### src/rtl/serial_pkg.sv
package serial_pkg;
    typedef enum logic [1:0] {TX_IDLE, TX_START, TX_DATA, TX_STOP} tx_state_e;
    typedef enum logic [1:0] {RX_IDLE, RX_START, RX_DATA, RX_STOP} rx_state_e;
endpackage

### src/rtl/serial_rate_sel.sv
module serial_rate_sel (
    input  logic clk,
    input  logic rst_n,
    input  logic ovf_a_i,
    input  logic ovf_b_i,
    input  logic a_nodiv_i,
    input  logic tx_use_b_i,
    input  logic rx_use_b_i,
    output logic tx_tick_o,
    output logic rx_tick_o
);
    logic half_q;
    logic a_eff;

    // toggles on every A strobe; gates every second one when dividing
    always_ff @(posedge clk or negedge rst_n) begin
        if (!rst_n)       half_q <= 1'b0;
        else if (ovf_a_i) half_q <= ~half_q;
    end

    assign a_eff     = ovf_a_i & (a_nodiv_i | half_q);
    assign tx_tick_o = tx_use_b_i ? ovf_b_i : a_eff;
    assign rx_tick_o = rx_use_b_i ? ovf_b_i : a_eff;
endmodule

### src/rtl/serial_tx.sv
module serial_tx
    import serial_pkg::*;
#(
    parameter int DATA_W = 8,
    parameter int OVS    = 16
) (
    input  logic              clk,
    input  logic              rst_n,
    input  logic              tick_i,
    input  logic              wr_i,
    input  logic [DATA_W-1:0] data_i,
    input  logic              done_clr_i,
    output logic              txd_o,
    output logic              done_o,
    output logic              bound_o
);
    localparam int CNT_W = $clog2(OVS);
    localparam int IDX_W = $clog2(DATA_W);

    tx_state_e         state_q, state_d;
    logic [CNT_W-1:0]  div_q;
    logic [IDX_W-1:0]  idx_q;
    logic [DATA_W-1:0] sh_q;
    logic              pend_q;
    logic              last_bit;
    logic              accept;

    assign bound_o  = tick_i && (div_q == CNT_W'(OVS - 1));
    assign last_bit = (idx_q == IDX_W'(DATA_W - 1));
    assign accept   = wr_i && (state_q == TX_IDLE) && !pend_q;

    always_comb begin
        state_d = state_q;
        unique case (state_q)
            TX_IDLE:  if (bound_o && pend_q)   state_d = TX_START;
            TX_START: if (bound_o)             state_d = TX_DATA;
            TX_DATA:  if (bound_o && last_bit) state_d = TX_STOP;
            TX_STOP:  if (bound_o)             state_d = TX_IDLE;
        endcase
    end

    always_ff @(posedge clk or negedge rst_n) begin
        if (!rst_n) state_q <= TX_IDLE;
        else        state_q <= state_d;
    end

    always_ff @(posedge clk or negedge rst_n) begin
        if (!rst_n) begin
            div_q  <= '0;
            idx_q  <= '0;
            sh_q   <= '0;
            pend_q <= 1'b0;
            txd_o  <= 1'b1;
            done_o <= 1'b0;
        end else begin
            if (tick_i) div_q <= div_q + 1'b1;
            if (accept) begin
                sh_q   <= data_i;
                pend_q <= 1'b1;
            end
            unique case (state_q)
                TX_IDLE: if (state_d == TX_START) begin
                    txd_o  <= 1'b0;
                    pend_q <= 1'b0;
                end
                TX_START: if (bound_o) begin
                    txd_o <= sh_q[0];
                    sh_q  <= sh_q >> 1;
                    idx_q <= '0;
                end
                TX_DATA: if (bound_o) begin
                    if (last_bit) begin
                        txd_o <= 1'b1;
                    end else begin
                        txd_o <= sh_q[0];
                        sh_q  <= sh_q >> 1;
                        idx_q <= idx_q + 1'b1;
                    end
                end
                TX_STOP: ;
            endcase
            if (state_q == TX_DATA && state_d == TX_STOP) done_o <= 1'b1;
            else if (done_clr_i)                          done_o <= 1'b0;
        end
    end
endmodule

### src/rtl/serial_rx.sv
module serial_rx
    import serial_pkg::*;
#(
    parameter int DATA_W = 8,
    parameter int OVS    = 16
) (
    input  logic              clk,
    input  logic              rst_n,
    input  logic              tick_i,
    input  logic              rxd_i,
    input  logic              en_i,
    input  logic              full_clr_i,
    output logic              full_o,
    output logic              stop_o,
    output logic [DATA_W-1:0] data_o
);
    localparam int CNT_W = $clog2(OVS);
    localparam int IDX_W = $clog2(DATA_W);
    localparam int MID   = OVS / 2;

    rx_state_e         state_q, state_d;
    logic [1:0]        sync_q;
    logic              prev_q;
    logic              rx_s;
    logic              fall;
    logic [CNT_W-1:0]  cnt_q;
    logic [IDX_W-1:0]  idx_q;
    logic [1:0]        smp_q;
    logic [DATA_W-1:0] sh_q;
    logic              at_s0, at_s1, at_dec, at_end;
    logic              maj;
    logic              last_bit;

    assign rx_s     = sync_q[1];
    assign fall     = prev_q & ~rx_s;
    assign at_s0    = tick_i && (cnt_q == CNT_W'(MID - 1));
    assign at_s1    = tick_i && (cnt_q == CNT_W'(MID));
    assign at_dec   = tick_i && (cnt_q == CNT_W'(MID + 1));
    assign at_end   = tick_i && (cnt_q == CNT_W'(OVS - 1));
    assign maj      = (smp_q[0] & smp_q[1]) | (smp_q[0] & rx_s) | (smp_q[1] & rx_s);
    assign last_bit = (idx_q == IDX_W'(DATA_W - 1));

    always_comb begin
        state_d = state_q;
        unique case (state_q)
            RX_IDLE:  if (en_i && fall)       state_d = RX_START;
            RX_START: if (at_dec && maj)      state_d = RX_IDLE;
                      else if (at_end)        state_d = RX_DATA;
            RX_DATA:  if (at_end && last_bit) state_d = RX_STOP;
            RX_STOP:  if (at_dec)             state_d = RX_IDLE;
        endcase
    end

    always_ff @(posedge clk or negedge rst_n) begin
        if (!rst_n) state_q <= RX_IDLE;
        else        state_q <= state_d;
    end

    always_ff @(posedge clk or negedge rst_n) begin
        if (!rst_n) begin
            sync_q <= 2'b11;
            prev_q <= 1'b1;
            cnt_q  <= '0;
            idx_q  <= '0;
            smp_q  <= '0;
            sh_q   <= '0;
            full_o <= 1'b0;
            stop_o <= 1'b0;
            data_o <= '0;
        end else begin
            sync_q <= {sync_q[0], rxd_i};
            prev_q <= rx_s;
            if (state_q == RX_IDLE) cnt_q <= '0;
            else if (tick_i)        cnt_q <= cnt_q + 1'b1;
            if (at_s0) smp_q[0] <= rx_s;
            if (at_s1) smp_q[1] <= rx_s;
            unique case (state_q)
                RX_IDLE: ;
                RX_START: if (state_d == RX_DATA) idx_q <= '0;
                RX_DATA: begin
                    if (at_dec) sh_q <= {maj, sh_q[DATA_W-1:1]};
                    if (at_end) idx_q <= idx_q + 1'b1;
                end
                RX_STOP: ;
            endcase
            if (state_q == RX_STOP && at_dec && !full_o) begin
                data_o <= sh_q;
                stop_o <= maj;
                full_o <= 1'b1;
            end else if (full_clr_i) begin
                full_o <= 1'b0;
            end
        end
    end
endmodule

### src/rtl/async_serial_port.sv
module async_serial_port #(
    parameter int DATA_W = 8,
    parameter int OVS    = 16
) (
    input  logic              clk,
    input  logic              rst_n,
    input  logic              ovf_a_i,
    input  logic              ovf_b_i,
    input  logic              a_nodiv_i,
    input  logic              tx_use_b_i,
    input  logic              rx_use_b_i,
    input  logic              tx_wr_i,
    input  logic [DATA_W-1:0] tx_data_i,
    input  logic              tx_done_clr_i,
    output logic              txd_o,
    output logic              tx_done_o,
    input  logic              rxd_i,
    input  logic              rx_enable_i,
    input  logic              rx_full_clr_i,
    output logic              rx_full_o,
    output logic              stop_flag_o,
    output logic [DATA_W-1:0] rx_data_o
);
    logic tx_tick;
    logic rx_tick;
    logic tx_bound;

    serial_rate_sel u_rate (
        .clk        (clk),
        .rst_n      (rst_n),
        .ovf_a_i    (ovf_a_i),
        .ovf_b_i    (ovf_b_i),
        .a_nodiv_i  (a_nodiv_i),
        .tx_use_b_i (tx_use_b_i),
        .rx_use_b_i (rx_use_b_i),
        .tx_tick_o  (tx_tick),
        .rx_tick_o  (rx_tick)
    );

    serial_tx #(.DATA_W(DATA_W), .OVS(OVS)) u_tx (
        .clk        (clk),
        .rst_n      (rst_n),
        .tick_i     (tx_tick),
        .wr_i       (tx_wr_i),
        .data_i     (tx_data_i),
        .done_clr_i (tx_done_clr_i),
        .txd_o      (txd_o),
        .done_o     (tx_done_o),
        .bound_o    (tx_bound)
    );

    serial_rx #(.DATA_W(DATA_W), .OVS(OVS)) u_rx (
        .clk        (clk),
        .rst_n      (rst_n),
        .tick_i     (rx_tick),
        .rxd_i      (rxd_i),
        .en_i       (rx_enable_i),
        .full_clr_i (rx_full_clr_i),
        .full_o     (rx_full_o),
        .stop_o     (stop_flag_o),
        .data_o     (rx_data_o)
    );
endmodule

### config.mk
export PLATFORM = sky130hd
export DESIGN_NAME = async_serial_port
export DESIGN_NICKNAME = d
export VERILOG_FILES = /design/src/rtl/serial_pkg.sv /design/src/rtl/serial_rate_sel.sv /design/src/rtl/serial_tx.sv /design/src/rtl/serial_rx.sv /design/src/rtl/async_serial_port.sv
export SDC_FILE = /design/constraint.sdc
export NUM_CORES = 1
export LEC_CHECK = 0
export BUFFER_PORTS_ARGS = -buffer_cell sky130_fd_sc_hd__buf_2
export CAP_MARGIN = 30
export CORE_UTILIZATION = 45
export DETAILED_ROUTE_END_ITERATION = 12
export PLACE_DENSITY = 0.75
export SETUP_SLACK_MARGIN = 0.3
export SYNTH_ARGS = -nofsm -noshare
export SYNTH_HDL_FRONTEND = slang
export SYNTH_SLANG_ARGS = --single-unit
### constraint.sdc
create_clock -name clk -period 4.33 [get_ports clk]
set_input_delay 0.6495 -clock clk [delete_from_list [all_inputs] [get_ports clk]]
set_output_delay 0.6495 -clock clk [all_outputs]
set_load 0.01 [all_outputs]
==> flow_metrics.env, run 1 <==
export IMPL_status="complete, no violations"
export IMPL_syn_nets=288
export IMPL_required_ns=4.51
export IMPL_drive_above_1_share_pct=26.41
export IMPL_dp_hpwl_um=3541
export IMPL_vias=1941
export IMPL_p_total_mw=1.541
export IMPL_end_kind="flip-flop"
export IMPL_placed_area_mm2=0.002948
export IMPL_slowest_delay_ns=0.45
export IMPL_cts_num_sinks=53
export IMPL_ys_top_cells_by_area="dfrtp_1 (45%), mux2_2 (8.3%), ha_1 (7.8%), mux2i_1 (4.0%), dfstp_2 (3.9%)"
export IMPL_max_vdd_ir_drop_mv=0.2355
export IMPL_dieArea_mm2=0.006359
export IMPL_top_usage_layer="met2"
export IMPL_drc=0
export IMPL_post_cts_buffers=0
export IMPL_numPortBuffers=31
export IMPL_grt_use_met2_pct=27.69
export IMPL_post_route_min_period_ns=2.245
export IMPL_yosysTopAreaCell="dfrtp_1"
export IMPL_async_reset_ff_share_pct=100.0
export IMPL_yosysSeqAreaShare_pct=48.94
export IMPL_yosys_warnings=0
export IMPL_ioPinCount=32
export IMPL_regToRegStartpoint="u_rx.state_q[0]"
export IMPL_worstMarginPinSlew_ns=0.6570
export IMPL_die_w_um=79.75
export IMPL_rsz0062_at_grt="no"
export IMPL_wl_um=4878
export IMPL_cap_viol_max_count=0
export IMPL_drv_slew=0
export IMPL_endpoint="u_rx.idx_q[1]"
export IMPL_worstRegToRegCells=9
export IMPL_p_per_area_mw_per_mm2=508.0
export IMPL_first_pass_iters=4
export IMPL_postCtsResizedCells=0
export IMPL_initial_core_util_pct=47.93
export IMPL_n_antenna_cell=0
export IMPL_clockRootBuffer="clkbuf_8"
export IMPL_min_path_type="reg2reg"
export IMPL_crit_type="reg2reg"
export IMPL_syn_inst=251
export IMPL_slew_headroom_pct=56.20
export IMPL_syn2layout_area_growth_pct=11.55
export IMPL_insertion_delay_ns=0.30
export IMPL_tns_ns=0
export IMPL_yosysUniqueCellTypes=46
export IMPL_dr_first_iter_drc_count=67
export IMPL_grt_pass1_wl_um=8445
export IMPL_syn_avg_cell_area_um2=10.84
export IMPL_vias_per_cell=5.452
export IMPL_fmax_ghz=0.4454
export IMPL_antenna_found_initial=0
export IMPL_ctsHoldBuffers=0
export IMPL_hold_violations=0
export IMPL_rows=27
export IMPL_core_mm2=0.005675
export IMPL_yosys_register_bits=53
export IMPL_leakagePower_nw=1.516
export IMPL_grt_max_degree=54
export IMPL_cts_buffers=5
export IMPL_synth_most_common_cell="dfrtp_1"
export IMPL_wl_per_cell_um=13.70
export IMPL_final_area_mm2=0.003034
export IMPL_cts_max_level=2
export IMPL_cp_startpoint="u_rx.state_q[0]"
export IMPL_synth_main_ff_cell="dfrtp_1"
export IMPL_netlist_area_leader_share_pct=45.08
export IMPL_path_clk_slew_ns=0.09
export IMPL_critPathSlowestCell="dfrtp_1"
export IMPL_use_met1_pct=22.26
export IMPL_synth_area_mm2=0.002720
export IMPL_grt_pass1_vias=1843
export IMPL_finalNetCount=320
export IMPL_synth_edff_count=0
export IMPL_critPathMaxFanout=8
export IMPL_fin_skew_ns=0.004141
export IMPL_regToRegSetupSlack_ns=2.08
export IMPL_period_share_pct=51.85
export IMPL_met3_usage_pct=3.543
export IMPL_setup_viol=0
export IMPL_cts_tree="yes"
export IMPL_arrival_ns=2.42
export IMPL_fillers=520
export IMPL_gp_congestion=0.8715
export IMPL_start_kind="flip-flop"
export IMPL_reg2reg_to="u_rx.idx_q[1]"
export IMPL_crit_chain="inv_1 > ha_1 > nor2_2 > o21ai_0 > a22oi_1 > and3_1 > a41oi_2 > a211oi_1 > o32ai_1"
export IMPL_grt_usage_pct=17.03
export IMPL_cts_path_max_buffers=2
export IMPL_postRouteAntennaNets=0
export IMPL_synth_common_cells="dfrtp_1 (49), nand2_1 (27), mux2_2 (20)"
export IMPL_die_h_um=79.75
export IMPL_gr_total_overflow=0
flip-flops by register name (all words and copies together) (netlist names), 2 cells and up:
name and count:
u_rx.sh_q 8, u_rx.data_o 8, u_tx.sh_q 8, u_rx.idx_q 3, u_tx.idx_q 3, u_rx.smp_q 2, u_tx.div_q 4, u_rx.state_q 2
u_rx.sync_q 2, u_tx.state_q 2, u_rx.cnt_q 4
cells by family (layout without fill, tap and decap cells):
kind of cell,after synthesis,in the layout,synth area share (%)
fa+ha+maj,18,18,8.233
compound gates,50,50,12.60
simple gates,67,67,12.10
mux,31,31,12.33
flops,53,53,48.94
buf+inv,25,58,3.542
xor+xnor,7,7,2.254
stage by stage:
| stage | hold WS [ns] | util (%) | std cells | setup slack, ns |
|---|---|---|---|---|
| 6_report | 0.3613 | 53.46 | 356 | 2.085 |
| 4_1_cts | 0.3622 | 53.46 | 356 | 2.104 |
| 3_5_place_dp | 0.3482 | 51.94 | 348 | 2.078 |
| 2_1_floorplan | 0.3452 | - | 251 | 2.305 |
| 3_3_place_gp | 0.3470 | 51.94 | 348 | 2.116 |
| 5_1_grt | 0.3687 | 53.46 | 356 | 1.824 |
worst min path at each step:
stage / startpoint / to / cells past startpoint
3_3_place_gp: u_rx.sync_q[0] / u_rx.sync_q[1] / 0
2_1_floorplan: rst_n / u_rate.half_q / 0
3_5_place_dp: u_rx.sync_q[0] / u_rx.sync_q[1] / 0
4_1_cts: u_rx.sync_q[0] / u_rx.sync_q[1] / 0
6_report: u_rx.sync_q[0] / u_rx.sync_q[1] / 0
5_1_grt: u_rx.sync_q[0] / u_rx.sync_q[1] / 0
routing by layer:
layer | wire, um | up-vias
li1 | - | 938
met2 | 2342 | 44
met5 | 0 | -
met1 | 2264 | 950
met4 | 61 | 0
met3 | 210 | 9
worst max-delay path, delay by kind of cell, from the launching register on:
family,cells,cell delay [ns]
buffers and inverters,1,0.10
AOI/OAI and AO/OA,5,0.84
DFF,1,0.45
adders and majority gates,1,0.32
and+or+nand+nor,2,0.41
layout make-up:
cell class | instances | area (um2) | area share [%]
clock buffers | 5 | 68.82 | 2.268
clock inverters | 3 | 17.52 | 0.5773
inverters | 17 | 63.81 | 2.103
flip-flops and latches | 53 | 1331 | 43.88
well taps | 72 | 90.09 | 2.969
multi-input cells | 173 | 1292 | 42.60
repair buffers | 33 | 170.2 | 5.608
power breakdown:
group	total, mW	internal [mW]	switching (mW)
sequential	0.697	0.598	0.0984
combinational	0.571	0.249	0.322
clock	0.274	0.112	0.162
cell usage in the layout (no fill, tap or decap), types with 4 or more instances in the layout:
| cell type | instances |
|---|---|
| a21oi_1 | 8 |
| buf_2 | 31 |
| clkbuf_8 | 5 |
| dfrtp_1 | 49 |
| dfstp_2 | 4 |
| ha_1 | 17 |
| inv_1 | 17 |
| mux2_2 | 20 |
| mux2i_1 | 11 |
| nand2_1 | 27 |
| nand3_1 | 4 |
| nor2_1 | 13 |
| o21ai_0 | 17 |
| xor2_1 | 4 |
Power figures use the tool's default switching activity.
==> run 2: changes to the inputs <==
--- a/config.mk
+++ b/config.mk
@@ -5,6 +5,7 @@
 export SDC_FILE = /design/constraint.sdc
 export NUM_CORES = 1
 export LEC_CHECK = 0
+export ABC_AREA = 1
 export BUFFER_PORTS_ARGS = -buffer_cell sky130_fd_sc_hd__buf_2
 export CAP_MARGIN = 30
 export CORE_UTILIZATION = 45
==> constraint.sdc (replaced) <==
create_clock -name clk -period 2.16 [get_ports clk]
set_input_delay 0.324 -clock clk [delete_from_list [all_inputs] [get_ports clk]]
set_output_delay 0.324 -clock clk [all_outputs]
set_load 0.01 [all_outputs]
==> run 2 against run 1 <==
Effect of this change:
- area after synthesis is 0.23% lower
- utilization up 1.3 points
- critical path depth up 7
- sequential power grew 130%
- worst hold slack worse by 0.34 ns
- clock power increased by 100%
- largest power group unchanged
- highest routed layer unchanged
==> flow_metrics.env, run 2 <==
export IMPL_top_layer="met4"
export IMPL_final_cells=422
export IMPL_n_antenna_cell=0
export IMPL_vias_per_cell=5.019
export IMPL_postRouteAntennaNets=0
export IMPL_endpoint="u_rx.idx_q[2]"
export IMPL_critPathBufInv=3
export IMPL_crit_type="reg2reg"
export IMPL_synth_edff_count=0
export IMPL_ctsHoldBuffers=0
export IMPL_placed_area_mm2=0.002963
export IMPL_final_util_pct=54.76
export IMPL_grt_pass1_vias=1995
export IMPL_regToRegStartpoint="u_rx.cnt_q[1]"
export IMPL_yosys_register_bits=53
export IMPL_clockRootBuffer="clkbuf_8"
export IMPL_required_ns=2.41
export IMPL_max_vdd_ir_drop_mv=0.5260
export IMPL_grt_max_degree=29
export IMPL_sw_frac_of_total_pct=40.38
export IMPL_die_w_um=79.66
export IMPL_min_path_type="in2async"
export IMPL_top_regs="u_rx.data_o x8, u_rx.sh_q x8, u_tx.sh_q x8"
export IMPL_critPathMaxFanout=4
export IMPL_pwr_share_clk_pct=15.5
export IMPL_die_h_um=79.66
export IMPL_cap_viol_max_count=0
export IMPL_tns_ns=0
export IMPL_critical_path_depth=16
export IMPL_synth_main_ff_cell="dfrtp_1"
export IMPL_final_area_mm2=0.003108
export IMPL_rows=27
export IMPL_grt_usage_pct=17.68
export IMPL_cts_buffers=5
export IMPL_hold_violations=0
export IMPL_rsz0062_at_grt="no"
export IMPL_ioPinCount=32
export IMPL_fin_skew_ns=0.005238
export IMPL_netlist_area_leader_share_pct=45.18
export IMPL_end_kind="flip-flop"
export IMPL_dr_first_iter_drc_count=76
export IMPL_regToRegSetupSlack_ns=0.43
export IMPL_grt_pass1_wl_um=8756
export IMPL_drv_slew=0
export IMPL_p_int_mw=2.139
export IMPL_synth_most_common_cell="nand2_1"
export IMPL_period_share_pct=79.92
export IMPL_dp_hpwl_um=3752
export IMPL_p_sw_mw=1.449
export IMPL_syn2layout_area_growth_pct=14.52
export IMPL_cts_path_max_buffers=2
export IMPL_worstRegToRegCells=16
export IMPL_wl_met2_um=2562
export IMPL_crit_family="simple AND/OR/NAND/NOR gates"
export IMPL_crit_chain="inv_2 > ha_1 > inv_1 > nor2_4 > nand3_2 > nand2_2 > nand2_1 > nand2_1 > nand3_1 > nand2_1 > inv_2 > nand2_1 > nand2_2 > nand2_2 > nand2_1 > nand2_1"
export IMPL_yosysSeqAreaShare_pct=49.05
export IMPL_start_kind="flip-flop"
export IMPL_drc=0
export IMPL_post_route_min_period_ns=1.726
export IMPL_cts_num_sinks=53
export IMPL_seq_power_share_pct=43.8
export IMPL_leakagePower_nw=1.607
export IMPL_finalNetCount=386
export IMPL_syn_inst=311
export IMPL_initial_core_util_pct=47.82
export IMPL_fmax_ghz=0.5793
export IMPL_arrival_ns=1.97
export IMPL_path_common_cell="nand2_1"
export IMPL_core_mm2=0.005675
export IMPL_synth_area_mm2=0.002714
export IMPL_status="complete, no violations"
export IMPL_dp_cells=411
export IMPL_dieArea_mm2=0.006346
export IMPL_dr_wl_met3_um=203
export IMPL_wl_um=5040
export IMPL_wl_per_cell_um=11.94
export IMPL_drive_above_1_share_pct=22.00
export IMPL_antenna_found_initial=0
export IMPL_syn_avg_cell_area_um2=8.726
export IMPL_synth_common_cells="nand2_1 (76), dfrtp_1 (49), inv_1 (48), o21ai_0 (37), ha_1 (17)"
export IMPL_worstMarginPinSlew_ns=0.6018
export IMPL_pwr_share_comb_pct=40.7
export IMPL_final_cell_mix="nand2_1 (75), dfrtp_1 (49), inv_1 (46), o21ai_0 (37), buf_2 (31)"
export IMPL_critPathSlowestCell="dfrtp_1"
export IMPL_cts_tree="yes"
export IMPL_ys_top_cells_by_area="dfrtp_1 (45%), nand2_1 (11%), ha_1 (7.8%), o21ai_0 (6.8%), inv_1 (6.6%)"
export IMPL_reg2reg_to="u_rx.idx_q[2]"
export IMPL_met1Wirelength_um=2215
export IMPL_cts_max_level=2
export IMPL_cp_startpoint="u_rx.cnt_q[1]"
export IMPL_gr_total_overflow=0
export IMPL_async_reset_ff_share_pct=100.0
export IMPL_path_clk_slew_ns=0.10
export IMPL_insertion_delay_ns=0.31
export IMPL_p_per_area_mw_per_mm2=1155
export IMPL_gp_congestion=0.8067
export IMPL_slew_headroom_pct=59.88
export IMPL_syn_nets=348
export IMPL_numPortBuffers=31
export IMPL_first_pass_iters=5
export IMPL_yosysTopAreaCell="dfrtp_1"
export IMPL_yosys_warnings=0
export IMPL_final_common_cell="nand2_1"
export IMPL_setup_viol=0
export IMPL_vias=2118
export IMPL_slowest_delay_ns=0.42
export IMPL_yosysUniqueCellTypes=32
==> run 2: cell types whose count changed in the layout (fill, tap and decap cells not counted), moves of 5 or more <==
cell	change
inv_1	+29
mux2_2	-18
mux2i_1	-9
nand2_1	+48
nand2_2	+7
nand3_1	+8
nand3_2	+5
o21ai_0	+20
==> run 2: worst min path at each step <==
| stage | startpoint | endpoint | slack, ns | cells after the start |
|---|---|---|---|---|
| global placement | u_rx.sync_q[0] | u_rx.sync_q[1] | 0.35 | 0 |
| global route | rst_n | u_tx.sh_q[1] | 0.04 | 1 |
| finish | rst_n | u_tx.sh_q[0] | 0.02 | 1 |
| CTS | rst_n | u_tx.sh_q[0] | 0.03 | 1 |
| detailed placement | u_rx.sync_q[0] | u_rx.sync_q[1] | 0.35 | 0 |
| floorplan | rst_n | u_rate.half_q | 0.03 | 0 |
==> run 2: timing repair <==
action,4_1_cts,5_1_grt
buffers inserted,0,3
endpoints found under the setup margin,0,16
gates resized for setup,0,12
==> run 2: final cells by class <==
| type | count | area, um2 |
|---|---|---|
| flip-flops and latches | 53 | 1331 |
| fillers | 557 | 2567 |
| well taps | 72 | 90.09 |
| multi-input cells | 204 | 1214 |
| clock buffers | 6 | 72.57 |
| inverters | 50 | 187.7 |
| repair buffers | 35 | 197.7 |
| clock inverters | 2 | 15.01 |
==> run 2: stage by stage <==
| stage | setup WS [ns] | hold slack, ns | power (mW) |
|---|---|---|---|
| final | 0.4337 | 0.01647 | 3.588 |
| after global routing | 0.2914 | 0.04305 | 3.935 |
| after CTS | 0.3703 | 0.02742 | 3.552 |
| after detailed placement | 0.3874 | 0.3510 | 2.987 |
| after global placement | 0.4461 | 0.3466 | 2.902 |
| after floorplan | 0.5624 | 0.02841 | 2.615 |
==> run 2: power by group through the flow <==
stage	clock network [mW]	logic, mW	registers (mW)
floorplan	0	1.07	1.55
global placement	0	1.33	1.57
detailed placement	0	1.40	1.59
CTS	0.579	1.40	1.57
global route	0.614	1.71	1.62
finish	0.557	1.46	1.57
==> run 2: logic make-up after synthesis <==
logic type | after synthesis | synth area share, %
AND/OR/NAND/NOR | 123 | 20.38
AO/OA/AOI/OAI | 56 | 12.36
buffers and inverters | 54 | 7.515
flip-flops | 53 | 49.05
adder cells (fa/ha/maj) | 17 | 7.838
XOR/XNOR | 4 | 1.291
multiplexers | 4 | 1.568
==> run 2: layer usage <==
layer	GRT usage, %	vias to the layer above
li1	-	1079
met1	20.89	992
met2	31.62	41
met3	3.886	6
met4	5.636	0
met5	0	-
==> run 3: changes to the inputs <==
--- a/config.mk
+++ b/config.mk
@@ -10,7 +10,7 @@
 export CAP_MARGIN = 30
 export CORE_UTILIZATION = 45
 export DETAILED_ROUTE_END_ITERATION = 12
-export PLACE_DENSITY = 0.75
+export PLACE_DENSITY = 0.78
 export SETUP_SLACK_MARGIN = 0.3
 export SYNTH_ARGS = -nofsm -noshare
 export SYNTH_HDL_FRONTEND = slang
==> constraint.sdc (replaced) <==
create_clock -name clk -period 1.58 [get_ports clk]
set_input_delay 0.237 -clock clk [delete_from_list [all_inputs] [get_ports clk]]
set_output_delay 0.237 -clock clk [all_outputs]
set_load 0.01 [all_outputs]
==> run 3 against run 2 <==
Effect of this change:
- the flow now finishes with violations (setup timing)
- die area did not move
- via count is 15% higher
- flip-flop and latch count did not move
- first-iteration DRC count is 64% higher
- non-clock buffer count grew 44
- combinational power increased to 2.7 times the previous value
- final cell count grew 10%
- critical endpoint is now u_rx.idx_q[1]
==> flow_metrics.env, run 3 (synthesis gave the netlist of run 2 again) <==
export IMPL_status="finished with violations"
export IMPL_violations="setup timing"
export IMPL_crit_chain="ha_2 > ha_2 > inv_1 > nor2_1 > nand3_1 > nand2_1 > nand2_1 > nand2_2 > a21oi_4 > nand2_2 > nand2_4 > nand2_4 > nand2_2 > nand2_1"
export IMPL_worstMarginPinSlew_ns=0.3594
export IMPL_min_delay_start="tx_done_clr_i"
export IMPL_reg2reg_to="u_rx.idx_q[1]"
export IMPL_top_regs="u_rx.data_o x8, u_rx.sh_q x8, u_tx.sh_q x8"
export IMPL_grt_max_degree=54
export IMPL_slowest_delay_ns=0.40
export IMPL_holdPathStages=2
export IMPL_arrival_ns=1.91
export IMPL_final_util_pct=69.20
export IMPL_antenna_found_initial=0
export IMPL_end_kind="flip-flop"
export IMPL_first_pass_iters=4
export IMPL_tns_ns=-0.5202
export IMPL_grt_usage_pct=20.24
export IMPL_use_met1_pct=21.24
export IMPL_period_share_pct=107.3
export IMPL_final_area_mm2=0.003928
export IMPL_required_ns=1.79
export IMPL_drive_above_1_share_pct=46.70
export IMPL_rows=27
export IMPL_dp_hpwl_um=3897
export IMPL_cap_viol_max_count=0
export IMPL_die_w_um=79.66
export IMPL_insertion_delay_ns=0.32
export IMPL_cts_path_max_buffers=2
export IMPL_critPathSlowestCell="dfrtp_1"
export IMPL_cts_max_level=2
export IMPL_regToRegStartpoint="u_rx.idx_q[0]"
export IMPL_top_usage_layer="met2"
export IMPL_finalNetCount=430
export IMPL_max_vdd_ir_drop_mv=0.8011
export IMPL_critPathBufInv=1
export IMPL_vias=2442
export IMPL_syn2layout_area_growth_pct=44.72
export IMPL_vias_per_cell=5.240
export IMPL_ioPinCount=32
export IMPL_core_mm2=0.005675
export IMPL_min_to="u_tx.done_o"
export IMPL_grt_pass1_vias=2338
export IMPL_p_total_mw=6.888
export IMPL_regToRegSetupSlack_ns=-0.12
export IMPL_worstRegToRegCells=14
export IMPL_drv_slew=0
export IMPL_setup_slack_ns=-0.1157
export IMPL_leakagePower_nw=1.875
export IMPL_dieArea_mm2=0.006346
export IMPL_cts_tree="yes"
export IMPL_critical_path_depth=14
export IMPL_clockRootBuffer="clkbuf_8"
export IMPL_dr_first_iter_drc_count=125
export IMPL_postRouteAntennaNets=0
export IMPL_min_path_type="in2reg"
export IMPL_rsz0062_at_grt="yes"
export IMPL_final_cell_mix="nand2_1 (58), dfrtp_1 (47), inv_1 (38), buf_2 (31), buf_4 (31)"
export IMPL_p_per_area_mw_per_mm2=1754
export IMPL_slew_headroom_pct=76.01
export IMPL_critPathMaxFanout=4
export IMPL_dp_cells=424
export IMPL_wl_per_cell_um=14.37
export IMPL_numPortBuffers=31
export IMPL_grt_use_met2_pct=38.03
export IMPL_met3_usage_pct=5.029
export IMPL_cts_buffers=5
export IMPL_path_clk_slew_ns=0.10
export IMPL_crit_family="simple AND/OR/NAND/NOR gates"
export IMPL_cts_num_sinks=53
export IMPL_fmax_ghz=0.5897
export IMPL_drc=0
export IMPL_gr_total_overflow=0
export IMPL_hold_violations=0
export IMPL_final_cells=466
export IMPL_grt_pass1_wl_um=9825
export IMPL_start_kind="flip-flop"
export IMPL_final_common_cell="nand2_1"
export IMPL_gp_congestion=0.8994
export IMPL_die_h_um=79.66
export IMPL_n_antenna_cell=0
export IMPL_wl_um=6696
export IMPL_initial_core_util_pct=47.82
export IMPL_crit_type="reg2reg"
export IMPL_fin_skew_ns=0.01086
export IMPL_placed_area_mm2=0.003164
export IMPL_post_route_min_period_ns=1.696
export IMPL_setup_viol=12
[run 3: cell count changes in the layout (fill, tap and decap cells not counted), moves of 5 or more]
cell / delta
buf_4: +28
o21ai_0: -21
nand2_1: -17
o21ai_1: +15
ha_1: -13
buf_6: +12
nand2_2: +10
inv_1: -8
ha_4: +7
ha_2: +6
nand2_4: +6
o21ai_2: +6
o32ai_1: -6
nand3_1: -5
[run 3: routing by layer]
metal / vias up / wire length (um)
li1: 1170 / -
met5: - / 0
met2: 76 / 3596
met3: 19 / 269
met1: 1177 / 2643
met4: 0 / 187
[run 3: worst max-delay path by stage]
stage                               end           from  slack [ns]
after CTS                 u_rx.idx_q[1]  u_rx.cnt_q[0]       -0.06
final                     u_rx.idx_q[1]  u_rx.idx_q[0]       -0.12
after global placement    u_rx.idx_q[1]  u_rx.cnt_q[0]       -0.06
after global routing      u_rx.idx_q[1]  u_rx.cnt_q[1]       -0.23
after floorplan           u_rx.idx_q[0]  u_rx.cnt_q[1]        0.07
after detailed placement  u_rx.idx_q[1]  u_rx.cnt_q[0]       -0.16
[run 3: report_power, final]
group / leakage, nW / switching, mW / total [mW] / internal, mW
logic: 1.16 / 2.08 / 3.92 / 1.84
clock network: 0.0487 / 0.495 / 0.819 / 0.324
registers: 0.664 / 0.305 / 2.15 / 1.85
[run 3: final cells by class]
cell class | instances | area, um2
well taps | 72 | 90.09
repair buffers | 79 | 603.1
clock inverters | 3 | 26.28
multi-input cells | 204 | 1608
flip-flops and latches | 53 | 1334
inverters | 50 | 197.7
clock buffers | 5 | 68.82
fillers | 404 | 1748
[run 3: stage by stage]
step	setup WS (ns)	hold WS [ns]
after floorplan	0.06922	-0.05859
after global placement	-0.05688	0.2507
after detailed placement	-0.1618	0.2516
after CTS	-0.05645	0.004864
after global routing	-0.2334	0.06772
final	-0.1157	0.07428
[run 3: what timing repair did]
| action | in CTS | in global routing |
|---|---|---|
| gates resized for setup | 54 | 57 |
| endpoints found under the setup margin | 38 | 43 |
| pin swaps | 24 | 34 |
| hold buffers | 1 | 1 |
| endpoints found under the hold margin | 49 | 1 |
| setup buffers | 18 | 14 |
| cloned | 0 | 0 |
